[src/rtl/stall_meter.sv]
module stall_meter #(
  parameter int NREG  = 16,
  parameter int CNT_W = 32,
  localparam int RW   = $clog2(NREG)
) (
  input  logic             clk,
  input  logic             rst_n,
  input  logic             iss_valid,
  input  logic [2:0]       iss_unit,
  input  logic [RW-1:0]    src_a,
  input  logic             src_a_ok,
  input  logic [RW-1:0]    src_b,
  input  logic             src_b_ok,
  input  logic [RW-1:0]    dst,
  input  logic             br_taken,
  input  logic             grp_start,
  output logic [2:0]       issue_stall,
  output logic [CNT_W-1:0] ld_stall_cnt,
  output logic [CNT_W-1:0] br_stall_cnt,
  output logic [CNT_W-1:0] taken_cnt,
  output logic [CNT_W-1:0] untaken_cnt
);

  localparam logic [2:0] U_EXE = 3'd0;
  localparam logic [2:0] U_CMP = 3'd1;
  localparam logic [2:0] U_MAC = 3'd2;
  localparam logic [2:0] U_CTI = 3'd3;
  localparam logic [2:0] U_LD  = 3'd4;

  function automatic logic [CNT_W-1:0] sat_add(input logic [CNT_W-1:0] a, input logic [2:0] b);
    logic [CNT_W:0] s;
    s = {1'b0, a} + (CNT_W+1)'(b);
    return s[CNT_W] ? '1 : s[CNT_W-1:0];
  endfunction

  logic [NREG-1:0] act_q, pend_q, act_eff, pend_base, ld_bit;
  logic two_src, is_cti, is_ld;
  logic hit_a, hit_b;
  logic [2:0] ld_add, br_add;

  assign two_src = iss_valid && (iss_unit == U_EXE || iss_unit == U_CMP || iss_unit == U_MAC);
  assign is_cti  = iss_valid && iss_unit == U_CTI;
  assign is_ld   = iss_valid && iss_unit == U_LD;

  assign act_eff   = grp_start ? pend_q : act_q;
  assign pend_base = grp_start ? '0 : pend_q;
  assign ld_bit    = is_ld ? (NREG'(1) << dst) : '0;

  assign hit_a = (two_src || is_cti) && src_a_ok && act_eff[src_a];
  assign hit_b = two_src && src_b_ok && act_eff[src_b];

  assign ld_add      = {({1'b0, hit_a} + {1'b0, hit_b}), 1'b0};
  assign br_add      = (is_cti && br_taken) ? 3'd2 : 3'd0;
  assign issue_stall = ld_add + br_add;

  always_ff @(posedge clk) begin
    if (!rst_n) begin
      act_q        <= '0;
      pend_q       <= '0;
      ld_stall_cnt <= '0;
      br_stall_cnt <= '0;
      taken_cnt    <= '0;
      untaken_cnt  <= '0;
    end else begin
      act_q        <= act_eff;
      pend_q       <= pend_base | ld_bit;
      ld_stall_cnt <= sat_add(ld_stall_cnt, ld_add);
      br_stall_cnt <= sat_add(br_stall_cnt, br_add);
      if (is_cti && br_taken)  taken_cnt   <= sat_add(taken_cnt, 3'd1);
      if (is_cti && !br_taken) untaken_cnt <= sat_add(untaken_cnt, 3'd1);
    end
  end

endmodule

[config.mk]
export PLATFORM = sky130hd
export DESIGN_NAME = stall_meter
export DESIGN_NICKNAME = d
export VERILOG_FILES = /design/src/rtl/stall_meter.sv
export SDC_FILE = /design/constraint.sdc
export NUM_CORES = 1
export LEC_CHECK = 0
export ABC_AREA = 1
export BUFFER_PORTS_ARGS = -buffer_cell sky130_fd_sc_hd__clkbuf_2
export CORE_ASPECT_RATIO = 1.2
export CORE_MARGIN = 3
export CORE_UTILIZATION = 50
export CTS_CLUSTER_DIAMETER = 150
export DETAILED_ROUTE_END_ITERATION = 8
export PLACE_DENSITY = 0.74
export SYNTH_ARGS = -nofsm -noshare
export SYNTH_HDL_FRONTEND = slang
export SYNTH_SLANG_ARGS = --single-unit
[constraint.sdc]
create_clock -name clk -period 4.65 [get_ports clk]
set_clock_uncertainty 0.15 [all_clocks]
set_input_delay 0.2325 -clock clk [delete_from_list [all_inputs] [get_ports clk]]
set_output_delay 0.2325 -clock clk [all_outputs]
set_load 0.01 [all_outputs]
==> impl_metrics.prom <==
# TYPE chip_impl_metric gauge
chip_impl_metric{name="ant_nets",unit=""} 0
chip_impl_metric{name="power_frac_comb",unit="%"} 3.2
chip_impl_metric{name="ctsResizeCount",unit=""} 0
chip_impl_metric{name="grtUsageMet3",unit="%"} 5.499
chip_impl_metric{name="remaining_drc_errors",unit=""} 0
chip_impl_metric{name="number_of_hold_slack_violations_in_the_final_timing_report",unit=""} 0
chip_impl_metric{name="wp_data_required",unit="ns"} 4.87
chip_impl_metric{name="insertion_delay_of_the_later_clocked_pin_in_the_worst_skew_pair",unit="ns"} 0.43
chip_impl_metric{name="worst_slack",unit="ns"} 1.248
chip_impl_metric{name="dieArea",unit="sq um"} 21140
chip_impl_metric{name="worst_r2r_path_depth",unit=""} 19
chip_impl_metric{name="fraction_of_post_synthesis_cell_area_in_the_top_cell_type_by_area",unit="%"} 32.98
chip_impl_metric{name="clock.fmax",unit="MHz"} 293.9
chip_impl_metric{name="final_max_slew_viol_count",unit=""} 0
chip_impl_info{name="path_cells",value="inv_1 > o21ai_0 > nand2_1 > nand3_1 > nand3_1 > nand2_1 > nor2_1 > nor2_1 > ha_1 > ha_1 > inv_1 > fa_1 > nor3_4 > nand2_1 > nor2_1 > nand3_1 > nand3_1 > nand2_1 > inv_1"} 1
chip_impl_metric{name="core.rowCount",unit=""} 55
chip_impl_metric{name="final-setup-viol-count",unit=""} 0
chip_impl_metric{name="grt_first_pass_wirelength",unit="mm"} 45.86
chip_impl_metric{name="synth_sequential_area_ratio",unit="%"} 32.98
chip_impl_metric{name="route.detailed.wl_per_inst",unit="um"} 14.40
chip_impl_metric{name="p_int",unit="mW"} 2.228
chip_impl_metric{name="power.ir.vdd_worst",unit="mV"} 0.2407
chip_impl_metric{name="cts.clk_slew.worst_paths",unit="ns"} 0.07
chip_impl_metric{name="regToRegSetupSlack",unit="ns"} 1.25
chip_impl_metric{name="grt_start_max_net_pins",unit=""} 62
chip_impl_metric{name="detail_route.vias_per_cell",unit=""} 5.186
chip_impl_metric{name="antenna_violations_before_repair",unit=""} 1
chip_impl_info{name="min-delay-start",value="dst[0]"} 1
chip_impl_metric{name="grt_overflow",unit=""} 0
chip_impl_metric{name="core_area",unit="sq um"} 18990
chip_impl_metric{name="power.switching_fraction",unit="%"} 23.59
chip_impl_metric{name="postSynthAreaPerCell",unit="sq um"} 6.250
chip_impl_info{name="worst_setup_path_start_kind",value="register"} 1
chip_impl_metric{name="antenna_cells_inserted",unit=""} 0
chip_impl_metric{name="switching_power",unit="uW"} 688.1
chip_impl_metric{name="place_ws",unit="ns"} 0.9247
chip_impl_metric{name="postCtsHoldBufs",unit=""} 0
chip_impl_metric{name="slew_headroom",unit="%"} 52.23
chip_impl_metric{name="power.static_leakage",unit="nW"} 4.966
chip_impl_metric{name="cts-root-to-sink-buffers",unit=""} 2
chip_impl_metric{name="syn_nets",unit=""} 1585
chip_impl_metric{name="floorplan.die.width",unit="um"} 133.2
chip_impl_info{name="yosys-top-cells-area",value="sky130_fd_sc_hd__dfxtp_1, sky130_fd_sc_hd__nand2_1, sky130_fd_sc_hd__inv_1"} 1
chip_impl_metric{name="placedCellCount",unit=""} 1930
chip_impl_metric{name="portBuffers",unit=""} 151
chip_impl_metric{name="final-instance-count-excl-fill",unit=""} 1962
chip_impl_metric{name="crit_arrival",unit="ns"} 3.63
chip_impl_metric{name="num_io_pins",unit=""} 153
chip_impl_metric{name="track_usage",unit="%"} 26.52
chip_impl_metric{name="synth.ff_latch_count",unit=""} 160
chip_impl_metric{name="total_power",unit="mW"} 2.916
chip_impl_metric{name="drt_iter0_drc",unit=""} 683
chip_impl_info{name="worst_setup_path_end_kind",value="register"} 1
chip_impl_info{name="outcome",value="finished, final reports clean"} 1
chip_impl_metric{name="fin_setup_tns",unit="ns"} 0
chip_impl_info{name="rr_startpoint",value="act_q[5]"} 1
chip_impl_metric{name="post-route-min-period",unit="ns"} 3.402
chip_impl_info{name="worst_setup_path_endpoint",value="ld_stall_cnt[17]"} 1
chip_impl_info{name="rsz0062_at_grt",value="no"} 1
chip_impl_metric{name="yosysWarningCount",unit=""} 0
chip_impl_metric{name="power_density",unit="nW/um^2"} 259.7
chip_impl_metric{name="post_synth_instance_area",unit="sq um"} 9713
chip_impl_metric{name="power_frac_seq",unit="%"} 47.1
chip_impl_metric{name="die_height",unit="um"} 158.7
chip_impl_metric{name="max_fanout_on_critical_path",unit=""} 5
chip_impl_metric{name="post_route_wl",unit="mm"} 28.25
chip_impl_metric{name="finalWeightedCongestion",unit=""} 1.009
chip_impl_metric{name="htree_num_levels",unit=""} 4
chip_impl_info{name="cts_tree",value="done"} 1
chip_impl_metric{name="globalRouteMet1Util",unit="%"} 31.06
chip_impl_metric{name="drive_gt1_share",unit="%"} 15.24
chip_impl_metric{name="synth_cell_types",unit=""} 41
chip_impl_metric{name="syn2layout_area_growth",unit="%"} 15.63
chip_impl_metric{name="tightestPinTransition",unit="ns"} 0.7166
chip_impl_info{name="hold_class",value="in -> reg"} 1
chip_impl_metric{name="grt_pass1_vias",unit=""} 9490
chip_impl_info{name="worst_r2r_endpoint",value="ld_stall_cnt[17]"} 1
chip_impl_metric{name="tritoncts_num_sinks",unit=""} 160
chip_impl_info{name="top_usage_layer",value="met2"} 1
chip_impl_metric{name="timing.final.crit_share",unit="%"} 73.17
chip_impl_metric{name="cts_buffers",unit=""} 17
chip_impl_info{name="critPathKind",value="reg -> reg"} 1
chip_impl_metric{name="critical_path.max_stage_delay",unit="ns"} 0.48
chip_impl_metric{name="globalRouteMet2Util",unit="%"} 46.71
chip_impl_info{name="setup.worst_path.start",value="act_q[5]"} 1
chip_impl_metric{name="post_cts.repair.setup_buffers",unit=""} 0
chip_impl_metric{name="power_frac_clock",unit="%"} 49.6
chip_impl_info{name="ctsRootBufferMaster",value="sky130_fd_sc_hd__clkbuf_16"} 1
chip_impl_info{name="netlist.top_cell.by_area",value="sky130_fd_sc_hd__dfxtp_1"} 1
chip_impl_metric{name="initial_utilization",unit="%"} 51.14
chip_impl_metric{name="dr_total_vias",unit=""} 10170
chip_impl_metric{name="synth_cells",unit=""} 1554
chip_impl_metric{name="detail_route.first_pass.iterations",unit=""} 5
chip_impl_metric{name="worst_hold_slack",unit="ns"} 0.01565
chip_impl_info{name="crit_path_top_delay_cell",value="sky130_fd_sc_hd__fa_1"} 1
chip_impl_metric{name="final_net_count",unit=""} 1724
chip_impl_metric{name="hpwl",unit="mm"} 21.41
chip_impl_metric{name="cap_violations",unit=""} 0
[per-layer routing]
metal / up-vias / wire length (um) / share of wire (%)
li1: 5175 / - / -
met1: 4609 / 11850 / 42
met2: 318 / 13780 / 49
met3: 70 / 1661 / 5.9
met4: 2 / 943 / 3.3
met5: - / 13 / 0.046
[layout make-up]
class	instances	area [sq um]
flip-flops and latches	160	3203
inverters	245	920.9
fillers	1939	7762
well taps	256	320.3
clock inverters	13	150.1
multi-input cells	1113	5390
clock buffers	19	452.9
repair buffers	156	793.3
[worst min-delay path by stage]
stage / end / cells past startpoint / slack (ns)
after global routing: pend_q[6] / 4 / 0.04
final: pend_q[6] / 4 / 0.02
after floorplan: untaken_cnt[14] / 3 / 0.27
after CTS: pend_q[6] / 4 / 0.0006
after detailed placement: ld_stall_cnt[0] / 2 / 0.29
after global placement: ld_stall_cnt[0] / 2 / 0.29
[cells by family after synthesis]
kind of cell,after synthesis,share of synthesized area (%)
and+or+nand+nor,935,42.99
buffers and inverters,281,11.53
DFF,160,32.98
AOI/OAI and AO/OA,131,7.819
xor gates and xnor gates,37,3.336
adders and majority gates,9,1.314
other,1,0.03861
[worst max-delay path: cells and delay by family, from the launching register on]
family	cells	cell delay (ns)
AO/OA/AOI/OAI	1	0.28
AND/OR/NAND/NOR	12	1.57
adder cells (fa/ha/maj)	3	0.86
flip-flops	1	0.31
buffers and inverters	3	0.19
[cells in the final DEF (no fill, tap or decap), drive strengths merged, types with 7 or more instances in the layout]
master and n:
nand2 454, inv 249, nor2 224, clkbuf 170, dfxtp 160, nand3 153, a21oi 70, nor3 51
nand4 35, o21ai 34, xor2 28, nand3b 13, a22oi 11, a31oi 10, xnor2 9, ha 7
[through the flow]
| step | utilization, % | instance area [sq um] |
|---|---|---|
| detailed placement | 55.96 | 10630 |
| global placement | 55.96 | 10630 |
| global route | 59.13 | 11230 |
| floorplan | - | 9713 |
| CTS | 59.13 | 11230 |
| finish | 59.13 | 11230 |
[power by group through the flow]
stage	Combinational, mW	Clock, mW	Sequential, mW
after floorplan	0.0574	0	1.41
after global placement	0.0940	0	1.41
after detailed placement	0.0939	0	1.41
after CTS	0.0939	1.47	1.37
after global routing	0.105	1.52	1.37
final	0.0937	1.45	1.37
[state kept, by name, summed over array words and instances (netlist names)]
| register | count |
|---|---|
| untaken_cnt | 32 |
| act_q | 16 |
| taken_cnt | 32 |
| br_stall_cnt | 32 |
| pend_q | 16 |
| ld_stall_cnt | 32 |
[Yosys cell counts, drive strengths merged]
master / n
a21oi: 70
a22oi: 11
a31oi: 10
and2: 2
buf: 21
clkbuf: 15
clkinv: 1
conb: 1
dfxtp: 160
fa: 2
ha: 7
inv: 244
nand2: 454
nand3: 153
nand3b: 13
nand4: 35
nor2: 224
nor3: 51
nor3b: 1
o21ai: 34
o21bai: 6
or2: 2
xnor2: 9
xor2: 28
No activity file was read; power rests on OpenSTA's default activity.
